<file path="src/rtl/pgs_pkg.sv">
package pgs_pkg;
  localparam int DATA_W    = 32;
  localparam int ADDR_W    = 2;
  localparam int PID_W     = 5;
  localparam int START_BIT = 8;
  localparam int ERR_BIT   = 16;
  localparam logic [ADDR_W-1:0] ADDR_TOGGLE = 2'd0;
  localparam logic [ADDR_W-1:0] ADDR_STATUS = 2'd1;

  typedef enum logic [1:0] {
    SQ_IDLE = 2'd0,
    SQ_PEND = 2'd1,
    SQ_RUN  = 2'd2
  } seq_state_e;
endpackage

</file>
<file path="src/rtl/pgs_rst_sync.sv">
module pgs_rst_sync (
  input  logic clk,
  input  logic rst_n,
  output logic rst_sync_n
);
  logic [1:0] sync_q;
  logic [1:0] sync_d;

  always_comb sync_d = {sync_q[0], 1'b1};

  always_ff @(posedge clk or negedge rst_n) begin
    if (!rst_n) sync_q <= 2'b00;
    else        sync_q <= sync_d;
  end

  assign rst_sync_n = sync_q[1];
endmodule

</file>
<file path="src/rtl/pgs_seq.sv">
module pgs_seq
  import pgs_pkg::*;
#(
  parameter int NUM_PARTS  = 16,
  parameter int SEQ_CYCLES = 16
) (
  input  logic             clk,
  input  logic             rst_n,
  input  logic             req_i,
  input  logic [PID_W-1:0] req_pid_i,
  output logic             start_o,
  output logic [PID_W-1:0] pid_o,
  output logic             reject_o,
  output logic             done_o
);
  localparam int CNT_W = (SEQ_CYCLES > 1) ? $clog2(SEQ_CYCLES) : 1;
  localparam logic [CNT_W-1:0] CNT_LOAD = CNT_W'(SEQ_CYCLES - 1);

  seq_state_e       state_q, state_d;
  logic [CNT_W-1:0] cnt_q, cnt_d;
  logic [PID_W-1:0] pid_q;
  logic             cnt_en, pid_en, accept, pid_valid;

  assign pid_valid = (32'(pid_q) < NUM_PARTS);
  assign accept    = req_i && (state_q == SQ_IDLE);
  assign reject_o  = req_i && (state_q != SQ_IDLE);
  assign done_o    = (state_q == SQ_RUN) && (cnt_q == '0);
  assign start_o   = (state_q == SQ_PEND);
  assign pid_o     = pid_q;
  assign pid_en    = accept;

  always_comb begin
    state_d = state_q;
    cnt_d   = cnt_q;
    cnt_en  = 1'b0;
    case (state_q)
      SQ_IDLE: if (accept) state_d = SQ_PEND;
      SQ_PEND: begin
        if (pid_valid) begin
          state_d = SQ_RUN;
          cnt_d   = CNT_LOAD;
          cnt_en  = 1'b1;
        end else begin
          state_d = SQ_IDLE;
        end
      end
      SQ_RUN: begin
        if (cnt_q == '0) begin
          state_d = SQ_IDLE;
        end else begin
          cnt_d  = cnt_q - 1'b1;
          cnt_en = 1'b1;
        end
      end
      default: state_d = SQ_IDLE;
    endcase
  end

  always_ff @(posedge clk or negedge rst_n) begin
    if (!rst_n) begin
      state_q <= SQ_IDLE;
      cnt_q   <= '0;
      pid_q   <= '0;
    end else begin
      state_q <= state_d;
      if (cnt_en) cnt_q <= cnt_d;
      if (pid_en) pid_q <= req_pid_i;
    end
  end

  // start is visible for exactly one cycle
  p_pend_one_cycle_r2: assert property (@(posedge clk) disable iff (!rst_n)
    state_q == SQ_PEND |=> state_q != SQ_PEND);
  // counter stays inside the programmed window
  p_cnt_bound_r3: assert property (@(posedge clk) disable iff (!rst_n)
    state_q == SQ_RUN |-> cnt_q <= CNT_LOAD);
  // stored partition number is frozen while a request is in flight
  p_pid_held_r5: assert property (@(posedge clk) disable iff (!rst_n)
    state_q != SQ_IDLE |=> $stable(pid_q));
  // an unimplemented number never starts the delay
  p_bad_pid_idle_r7: assert property (@(posedge clk) disable iff (!rst_n)
    (state_q == SQ_PEND && !pid_valid) |=> state_q == SQ_IDLE);
endmodule

</file>
<file path="src/rtl/pgs_status.sv">
module pgs_status
  import pgs_pkg::*;
#(
  parameter int NUM_PARTS = 16
) (
  input  logic                 clk,
  input  logic                 rst_n,
  input  logic                 set_en_i,
  input  logic [PID_W-1:0]     set_idx_i,
  input  logic                 clr_en_i,
  input  logic [NUM_PARTS-1:0] clr_mask_i,
  output logic [NUM_PARTS-1:0] status_o
);
  localparam logic [NUM_PARTS-1:0] RESET_VAL = NUM_PARTS'(1);

  logic [NUM_PARTS-1:0] st_q, st_d, set_vec, clr_vec;
  logic                 st_en;

  for (genvar g = 0; g < NUM_PARTS; g++) begin : g_bit
    assign set_vec[g] = set_en_i && (set_idx_i == PID_W'(g));
    assign clr_vec[g] = clr_en_i && clr_mask_i[g];
    // completion dominates a clear on the same edge
    assign st_d[g]    = set_vec[g] | (st_q[g] & ~clr_vec[g]);
  end

  assign st_en    = set_en_i || clr_en_i;
  assign status_o = st_q;

  always_ff @(posedge clk or negedge rst_n) begin
    if (!rst_n)     st_q <= RESET_VAL;
    else if (st_en) st_q <= st_d;
  end

  // a status bit rises only on a completion
  p_rise_needs_done_r3: assert property (@(posedge clk) disable iff (!rst_n)
    |(st_q & ~$past(st_q)) |-> $past(set_en_i));
  // a status bit falls only on a clear write
  p_fall_needs_clr_r8: assert property (@(posedge clk) disable iff (!rst_n)
    |($past(st_q) & ~st_q) |-> $past(clr_en_i));
  // the completing bit is set even if a clear hits it
  p_set_wins_r9: assert property (@(posedge clk) disable iff (!rst_n)
    $past(set_en_i) |-> ((st_q & $past(set_vec)) == $past(set_vec)));
endmodule

</file>
<file path="src/rtl/pgs_top.sv">
module pgs_top
  import pgs_pkg::*;
#(
  parameter int NUM_PARTS  = 16,
  parameter int SEQ_CYCLES = 16
) (
  input  logic                 clk,
  input  logic                 rst_n,
  input  logic                 bus_wr,
  input  logic                 bus_rd,
  input  logic [ADDR_W-1:0]    bus_addr,
  input  logic [DATA_W-1:0]    bus_wdata,
  output logic [DATA_W-1:0]    bus_rdata,
  output logic                 bus_rvalid,
  output logic [NUM_PARTS-1:0] part_on
);
  logic                 rst_s_n;
  logic                 tog_wr, st_wr, req, err_clr;
  logic                 start, reject, done;
  logic [PID_W-1:0]     pid;
  logic [NUM_PARTS-1:0] status;
  logic                 err_q, err_d;
  logic [DATA_W-1:0]    rd_mux, rdata_q;
  logic                 rvalid_q;
  logic                 unused_wdata;

  pgs_rst_sync u_rst (.clk(clk), .rst_n(rst_n), .rst_sync_n(rst_s_n));

  assign tog_wr       = bus_wr && (bus_addr == ADDR_TOGGLE);
  assign st_wr        = bus_wr && (bus_addr == ADDR_STATUS);
  assign req          = tog_wr && bus_wdata[START_BIT];
  assign err_clr      = tog_wr && bus_wdata[ERR_BIT];
  assign unused_wdata = ^bus_wdata;

  pgs_seq #(.NUM_PARTS(NUM_PARTS), .SEQ_CYCLES(SEQ_CYCLES)) u_seq (
    .clk(clk), .rst_n(rst_s_n),
    .req_i(req), .req_pid_i(bus_wdata[PID_W-1:0]),
    .start_o(start), .pid_o(pid), .reject_o(reject), .done_o(done)
  );

  pgs_status #(.NUM_PARTS(NUM_PARTS)) u_status (
    .clk(clk), .rst_n(rst_s_n),
    .set_en_i(done), .set_idx_i(pid),
    .clr_en_i(st_wr), .clr_mask_i(bus_wdata[NUM_PARTS-1:0]),
    .status_o(status)
  );

  always_comb begin
    err_d = err_q;
    if (reject)       err_d = 1'b1;
    else if (err_clr) err_d = 1'b0;
  end

  always_comb begin
    rd_mux = '0;
    if (bus_addr == ADDR_TOGGLE) begin
      rd_mux[PID_W-1:0] = pid;
      rd_mux[START_BIT] = start;
      rd_mux[ERR_BIT]   = err_q;
    end else if (bus_addr == ADDR_STATUS) begin
      rd_mux[NUM_PARTS-1:0] = status;
    end
  end

  always_ff @(posedge clk or negedge rst_s_n) begin
    if (!rst_s_n) begin
      err_q    <= 1'b0;
      rdata_q  <= '0;
      rvalid_q <= 1'b0;
    end else begin
      err_q    <= err_d;
      rvalid_q <= bus_rd;
      if (bus_rd) rdata_q <= rd_mux;
    end
  end

  assign bus_rdata  = rdata_q;
  assign bus_rvalid = rvalid_q;
  assign part_on    = status;

  // a rejected start always leaves the error flag set
  p_reject_sets_err_r5: assert property (@(posedge clk) disable iff (!rst_s_n)
    reject |=> err_q);
  // the error flag only drops on an explicit clear
  p_err_sticky_r6: assert property (@(posedge clk) disable iff (!rst_s_n)
    (err_q && !err_clr) |=> err_q);
endmodule

</file>
<file path="config.mk">
export PLATFORM = sky130hd
export DESIGN_NAME = pgs_top
export DESIGN_NICKNAME = d
export VERILOG_FILES = /design/src/rtl/pgs_pkg.sv /design/src/rtl/pgs_rst_sync.sv /design/src/rtl/pgs_seq.sv /design/src/rtl/pgs_status.sv /design/src/rtl/pgs_top.sv
export SDC_FILE = /design/constraint.sdc
export NUM_CORES = 1
export LEC_CHECK = 0
export ABC_AREA = 1
export CAP_MARGIN = 20
export CORE_UTILIZATION = 44
export CTS_CLUSTER_DIAMETER = 40
export CTS_CLUSTER_SIZE = 10
export DETAILED_ROUTE_END_ITERATION = 10
export PLACE_DENSITY_LB_ADDON = 0.3
export SLEW_MARGIN = 15
export SYNTH_ARGS = -nofsm -noshare
export SYNTH_HDL_FRONTEND = slang
export SYNTH_SLANG_ARGS = --single-unit
</file>
<file path="constraint.sdc">
create_clock -name clk -period 2 [get_ports clk]
set_input_delay 0.4 -clock clk [delete_from_list [all_inputs] [get_ports clk]]
set_output_delay 0.4 -clock clk [all_outputs]
set_load 0.05 [all_outputs]
</file>
==> results of run 1 <==
layout make-up:
class	instances	share of cell area
clock buffer	5	0.0226
timing repair buffer	62	0.205
tap	70	0.0288
inverter	16	0.0214
multi-input combinational	203	0.320
clock inverter	3	0.00781
sequential	48	0.395
logic make-up after synthesis:
group | synth area share
simple gates | 0.310
xor+xnor | 0.00374
flops | 0.513
fa+ha+maj | 0.0214
other cells | 0.00321
buf+inv | 0.0935
compound gates | 0.0545
flip-flops by register name, summed over array words and instances (netlist names):
signal,cells
u_status.status_o,16
u_seq.cnt_q,4
bus_rdata,17
u_seq.pid_o,5
u_seq.state_q,2
err_q,1
u_rst.sync_q,2
bus_rvalid,1
report_power, final:
group | switching, mW | internal, mW
Combinational | 0.835 | 0.397
Clock | 0.345 | 0.248
Sequential | 0.187 | 1.16
Total | 1.37 | 1.81
per-layer routing:
layer,share of wire,track usage,wire length [um],up-vias
met5,0,0,0,-
met1,0.45,0.270,2380,937
li1,-,-,-,976
met2,0.48,0.348,2530,61
met3,0.056,0.0415,294,10
met4,0.016,0.0755,85,0
metrics by stage:
step           setup slack [ps]  cell area, um^2  instances  utilization
5_1_grt                    26.8             3050        407        0.596
6_report                   71.3             3050        407        0.596
2_1_floorplan               567             2390        290            -
3_5_place_dp                285             2950        399        0.578
3_3_place_gp                302             2950        399        0.578
4_1_cts                    60.4             3050        407        0.596
cell usage after synthesis:
master,count
sky130_fd_sc_hd__a31oi_1,6
sky130_fd_sc_hd__buf_2,3
sky130_fd_sc_hd__buf_4,17
sky130_fd_sc_hd__clkbuf_1,3
sky130_fd_sc_hd__clkinv_4,1
sky130_fd_sc_hd__conb_1,2
sky130_fd_sc_hd__dfrtp_1,47
sky130_fd_sc_hd__dfstp_2,1
sky130_fd_sc_hd__ha_1,4
sky130_fd_sc_hd__inv_1,15
sky130_fd_sc_hd__nand2_1,96
sky130_fd_sc_hd__nand2_2,3
sky130_fd_sc_hd__nand3_1,35
sky130_fd_sc_hd__nand3_4,2
sky130_fd_sc_hd__nand3b_1,1
sky130_fd_sc_hd__nor2_1,13
sky130_fd_sc_hd__nor2_2,1
sky130_fd_sc_hd__nor2_4,4
sky130_fd_sc_hd__nor2_8,1
sky130_fd_sc_hd__nor3_1,2
sky130_fd_sc_hd__o21ai_0,8
sky130_fd_sc_hd__o21ai_1,10
sky130_fd_sc_hd__xnor2_1,1
final timing paths:
kind                                              startpoint                               end  cells after the start
min                                u_rst.sync_q[1]$_DFF_PN0_          bus_rdata[2]$_DFFE_PN0P_                      1
min reg2reg                        u_rst.sync_q[1]$_DFF_PN0_          bus_rdata[2]$_DFFE_PN0P_                      1
max reg2reg                     u_seq.state_q[0]$_DFFE_PN0P_        u_seq.cnt_q[2]$_DFFE_PN0P_                      8
max                        u_status.status_o[11]$_DFFE_PN0P_                       part_on[11]                      1
min in group clk                   u_rst.sync_q[0]$_DFF_PN0_         u_rst.sync_q[1]$_DFF_PN0_                      0
max in group asynchronous          u_rst.sync_q[1]$_DFF_PN0_  u_status.status_o[0]$_DFFE_PN1P_                      1
==> load_flow_metrics.sql, run 1 <==
INSERT INTO impl_metrics (metric_group, metric, value, unit) VALUES
('synthesis', 'proportion_of_synthesized_chip_area_in_sequential_cells', '0.513', ''),
('die', 'floorplan.die.height', '75.0', 'um'),
('die', 'start_util', '0.459', ''),
('synthesis', 'yosysWarnings', '0', ''),
('detailed_routing', 'drt_first_iter_violations', '124', ''),
('clocking', 'htreeDepth', '2', ''),
('power', 'leakage', '1.39', 'nW'),
('timing', 'final_hold_slack', '242', 'ps'),
('die', 'top_level_ports', '87', ''),
('setup_path', 'critical-path-slowest-cell', 'sky130_fd_sc_hd__clkdlybuf4s50_1', ''),
('die', 'row_count', '26', ''),
('clocking', 'cts_root_cell', 'sky130_fd_sc_hd__clkbuf_8', ''),
('place', 'final_weighted_congestion_of_routability_driven_global_placement', '0.821', ''),
('timing', 'worstMarginPinSlew', '509', 'ps'),
('timing', 'setup_viol_count_final', '0', ''),
('outcome', 'run_status', 'finished clean', ''),
('timing', 'final.setup.tns', '0', 'ps'),
('power', 'power.total', '3.17', 'mW'),
('setup_path', 'critical_path_launch_point_type', 'flop', ''),
('clocking', 'post_cts_resized', '0', ''),
('power', 'maximum_vdd_ir_drop', '0.498', 'mV'),
('setup_path', 'timing.critical_path.max_delay_family', 'buffers and inverters', ''),
('finish', 'antenna_cells_inserted', '0', ''),
('synthesis', 'netlist_top_cells_area', 'sky130_fd_sc_hd__dfrtp_1, sky130_fd_sc_hd__nand2_1, sky130_fd_sc_hd__nand3_1', ''),
('synthesis', 'syn-mean-instance-area', '8.49', 'um^2'),
('setup_path', 'crit_path_kind', 'flop to primary output', ''),
('clocking', 'clk_pin_slew', '90', 'ps'),
('finish', 'num-nets-final', '378', ''),
('setup_path', 'cp_max_fo', '3', ''),
('setup_path', 'cp_cell_sequence', 'clkdlybuf4s50_1', ''),
('finish', 'drive_gt1_frac', '0.0920', ''),
('setup_path', 'arrival', '1530', 'ps'),
('die', 'core-area', '5110', 'um^2'),
('timing', 'timing.max_slew.rel_slack', '0.660', ''),
('detailed_routing', 'drc', '0', ''),
('synthesis', 'synthCells', '276', ''),
('setup_path', 'worst_setup_path_end_kind', 'primary output', ''),
('place', 'io_buffer_count', '56', ''),
('clocking', 'clock_insertion_delay_worst_skew', '310', 'ps'),
('global_route', 'grt_start_max_net_pins', '47', ''),
('timing', 'maximum_clock_frequency', '518', 'MHz'),
('timing', 'finalWorstPathRequiredPeriod', '1930', 'ps'),
('finish', 'sequential_cell_area', '1200', 'um^2'),
('clocking', 'cts_tree', 'built', ''),
('finish', 'area_of_the_multi_input_gates', '973', 'um^2'),
('global_route', 'groute.usage.overall', '0.209', ''),
('clocking', 'tritoncts.num_buffers', '5', ''),
('finish', 'layout_commonest_cell', 'sky130_fd_sc_hd__nand2_1', ''),
('global_route', 'grt_first_pass_wirelength', '8720', 'um'),
('place', 'hpwlAfterDp', '3790', 'um'),
('global_route', 'grt_pass1_vias', '1938', ''),
('synthesis', 'post_synth_num_cell_types', '23', ''),
('timing', 'rsz0062_at_grt', 'no', ''),
('die', 'fp.dieW', '75.0', 'um'),
('clocking', 'postCtsSetupBuffers', '0', ''),
('detailed_routing', 'postRouteAntennaNets', '0', ''),
('finish', 'areaGrowthSynthToFinish', '30.0', '%'),
('timing', 'fin_worst_skew', '7.98', 'ps'),
('die', 'design.die.area', '5620', 'um^2'),
('clocking', 'tritoncts_num_sinks', '48', ''),
('clocking', 'ctsHoldBuffers', '0', ''),
('setup_path', 'rrSetupSlack', '550', 'ps'),
('timing', 'slew_violations', '0', ''),
('clocking', 'cts_max_path_buffers', '2', ''),
('synthesis', 'yosysTopAreaCell', 'sky130_fd_sc_hd__dfrtp_1', ''),
('setup_path', 'critPathRequiredTime', '1600', 'ps'),
('finish', 'layout.cells.most_common_list', 'sky130_fd_sc_hd__nand2_1, sky130_fd_sc_hd__clkdlybuf4s50_1, sky130_fd_sc_hd__dfrtp_1', ''),
('setup_path', 'critical_path.max_stage_delay', '820', 'ps'),
('timing', 'post-route-period-util', '0.964', ''),
('run', 'maxCapViolCount', '0', ''),
('synthesis', 'synth_largest_type_area_fraction', '0.502', '');
Power figures use the tool's default switching activity.
==> run 2: changes to the inputs <==
--- a/config.mk
+++ b/config.mk
@@ -12,6 +12,7 @@
 export CTS_CLUSTER_SIZE = 10
 export DETAILED_ROUTE_END_ITERATION = 10
 export PLACE_DENSITY_LB_ADDON = 0.3
+export REMOVE_ABC_BUFFERS = 1
 export SLEW_MARGIN = 15
 export SYNTH_ARGS = -nofsm -noshare
 export SYNTH_HDL_FRONTEND = slang
==> run 2 against run 1 <==
  * Sequential power is essentially flat
  * Critical path depth unchanged
  * Global-route usage decreased by 0.91 points
  * Largest cell class unchanged
  * Largest power group unchanged
==> load_flow_metrics.sql, run 2 (synthesis results as in run 1) <==
INSERT INTO impl_metrics (metric_group, metric, value, unit) VALUES
('setup_path', 'critical_path_launch_point_type', 'flop', ''),
('power', 'sequentialPowerShare', '0.420', ''),
('timing', 'slew_violations', '0', ''),
('timing', 'worstMarginPinSlew', '576', 'ps'),
('timing', 'final.setup.tns', '0', 'ps'),
('die', 'core-area', '5110', 'um^2'),
('timing', 'finalHoldViolCount', '0', ''),
('clocking', 'tritoncts_num_sinks', '48', ''),
('die', 'top_level_ports', '87', ''),
('die', 'floorplan.die.height', '75.0', 'um'),
('global_route', 'grt_pass1_vias', '1848', ''),
('power', 'pwr-share-clk', '0.194', ''),
('detailed_routing', 'drt_first_iter_violations', '108', ''),
('global_route', 'grt_first_pass_wirelength', '8470', 'um'),
('power', 'cell_internal_pwr', '1.84', 'mW'),
('die', 'fp.dieW', '75.0', 'um'),
('power', 'power_density', '1050', 'nW/um^2'),
('timing', 'maximum_clock_frequency', '526', 'MHz'),
('setup_path', 'arrival', '1500', 'ps'),
('setup_path', 'cp_cell_sequence', 'clkdlybuf4s50_1', ''),
('power', 'proportion_of_power_drawn_by_combinational_gates', '0.386', ''),
('finish', 'antenna_cells_inserted', '0', ''),
('power', 'switchingPower', '1.34', 'mW'),
('place', 'final_weighted_congestion_of_routability_driven_global_placement', '0.803', ''),
('finish', 'max_ffs_per_register', '17', ''),
('detailed_routing', 'postRouteAntennaNets', '0', ''),
('clocking', 'post_cts_resized', '0', ''),
('clocking', 'ctsHoldBuffers', '0', ''),
('detailed_routing', 'detail_route.wl_per_cell', '12.5', 'um'),
('finish', 'areaGrowthSynthToFinish', '29.8', '%'),
('place', 'hpwlAfterDp', '3730', 'um'),
('power', 'leakage', '1.40', 'nW'),
('timing', 'setup_viol_count_final', '0', ''),
('clocking', 'cts_max_path_buffers', '2', ''),
('global_route', 'global_route.overflow_total', '0', ''),
('die', 'row_count', '26', ''),
('clocking', 'clk_pin_slew', '90', 'ps'),
('detailed_routing', 'route.vias.total', '1949', ''),
('timing', 'timing.max_slew.rel_slack', '0.616', ''),
('setup_path', 'critical_path.n_buffers_inverters', '1', ''),
('global_route', 'groute.usage.overall', '0.199', ''),
('clocking', 'clock_insertion_delay_worst_skew', '300', 'ps'),
('timing', 'finalWorstPathRequiredPeriod', '1900', 'ps'),
('detailed_routing', 'drc', '0', ''),
('power', 'power.total', '3.18', 'mW'),
('setup_path', 'critical-path-slowest-cell', 'sky130_fd_sc_hd__clkdlybuf4s50_1', ''),
('power', 'sw_frac_of_total', '0.422', ''),
('clocking', 'cts_tree', 'built', ''),
('detailed_routing', 'viasPerCell', '4.78', ''),
('clocking', 'htreeDepth', '2', ''),
('setup_path', 'critPathRequiredTime', '1600', 'ps'),
('run', 'maxCapViolCount', '0', ''),
('timing', 'fin_worst_skew', '5.17', 'ps'),
('clocking', 'tritoncts.num_buffers', '5', ''),
('die', 'start_util', '0.459', ''),
('finish', 'drive_gt1_frac', '0.101', ''),
('die', 'design.die.area', '5620', 'um^2'),
('timing', 'post-route-period-util', '0.951', ''),
('setup_path', 'worst_setup_path_end_kind', 'primary output', ''),
('clocking', 'postCtsSetupBuffers', '0', ''),
('power', 'maximum_vdd_ir_drop', '0.613', 'mV'),
('setup_path', 'timing.critical_path.max_delay_family', 'buffers and inverters', ''),
('detailed_routing', 'wl', '5090', 'um'),
('outcome', 'run_status', 'finished clean', ''),
('place', 'numPlacedInstances', '400', ''),
('timing', 'rsz0062_at_grt', 'no', ''),
('setup_path', 'critical_path.max_stage_delay', '820', 'ps'),
('finish', 'layout.cells.most_common_list', 'sky130_fd_sc_hd__nand2_1, sky130_fd_sc_hd__clkdlybuf4s50_1, sky130_fd_sc_hd__dfrtp_1', ''),
('setup_path', 'rrSetupSlack', '570', 'ps'),
('min_path', 'hold_class', 'input port to async pin', ''),
('finish', 'postLayoutCoreUtil', '0.595', ''),
('setup_path', 'cp_max_fo', '3', ''),
('detailed_routing', 'number_of_iterations_in_the_first_detailed_routing_pass', '4', ''),
('finish', 'layout_commonest_cell', 'sky130_fd_sc_hd__nand2_1', ''),
('global_route', 'grt_antenna_before_repair', '0', ''),
('place', 'io_buffer_count', '56', ''),
('global_route', 'grt_start_max_net_pins', '47', ''),
('finish', 'finish.cell_count_without_fillers', '408', ''),
('clocking', 'cts_root_cell', 'sky130_fd_sc_hd__clkbuf_8', ''),
('finish', 'num-nets-final', '379', ''),
('setup_path', 'crit_path_kind', 'flop to primary output', '');
## run 2: changes by cell type in the layout (fill, tap and decap cells not counted), sizes merged
cell	delta
buf	+3
clkbuf	+1
clkdlybuf4s50	-2
clkinv	-1
## run 2: area by class of cell
type / instances / area, um^2
fill: 485 / 2070
sequential: 48 / 1200
multi-input combinational: 203 / 973
timing repair buffer: 63 / 613
tap: 70 / 87.6
clock buffer: 6 / 82.6
inverter: 16 / 65.1
clock inverter: 2 / 15.0
## run 2: metal layers
layer	part of all wire	vias up	global-route usage
met2	0.49	66	0.338
met3	0.066	4	0.0455
met4	0.0075	0	0.0545
li1	-	975	-
met1	0.44	904	0.257
met5	0	-	0
## run 2: worst reg2reg max path, cell delays in order (launching register included)
cell and delay (ps):
sky130_fd_sc_hd__dfrtp_1 400, sky130_fd_sc_hd__inv_1 90, sky130_fd_sc_hd__ha_1 340, sky130_fd_sc_hd__nand3_4 180, sky130_fd_sc_hd__clkinv_4 110, sky130_fd_sc_hd__nand2_2 90, sky130_fd_sc_hd__o21ai_1 150
## run 2: final timing paths
kind / from / end / depth (start not counted)
min in group clk: u_rst.sync_q[0]$_DFF_PN0_ / u_rst.sync_q[1]$_DFF_PN0_ / 0
max in group asynchronous: u_rst.sync_q[1]$_DFF_PN0_ / u_status.status_o[7]$_DFFE_PN0P_ / 1
setup reg to reg: u_seq.state_q[0]$_DFFE_PN0P_ / u_status.status_o[9]$_DFFE_PN0P_ / 6
hold / removal: rst_n / u_rst.sync_q[1]$_DFF_PN0_ / 1
setup / recovery: u_status.status_o[12]$_DFFE_PN0P_ / part_on[12] / 1
hold reg to reg: u_rst.sync_q[1]$_DFF_PN0_ / bus_rvalid$_DFF_PN0_ / 1
## run 2: per-stage QoR
step	hold slack (ps)	cell area, um^2	worst slack (ps)
finish	246	3040	97.1
global route	233	3040	39.5
CTS	240	3040	85.5
detailed placement	348	2940	268
global placement	339	2940	323
floorplan	104	2240	567
## run 2: power by group through the flow
| stage | Combinational (mW) | Clock [mW] | Sequential [mW] |
|---|---|---|---|
| after floorplan | 0.620 | 0 | 1.59 |
| after global placement | 1.20 | 0 | 1.35 |
| after detailed placement | 1.23 | 0 | 1.35 |
| after CTS | 1.23 | 0.630 | 1.33 |
| after global routing | 1.36 | 0.668 | 1.36 |
| final | 1.23 | 0.618 | 1.33 |
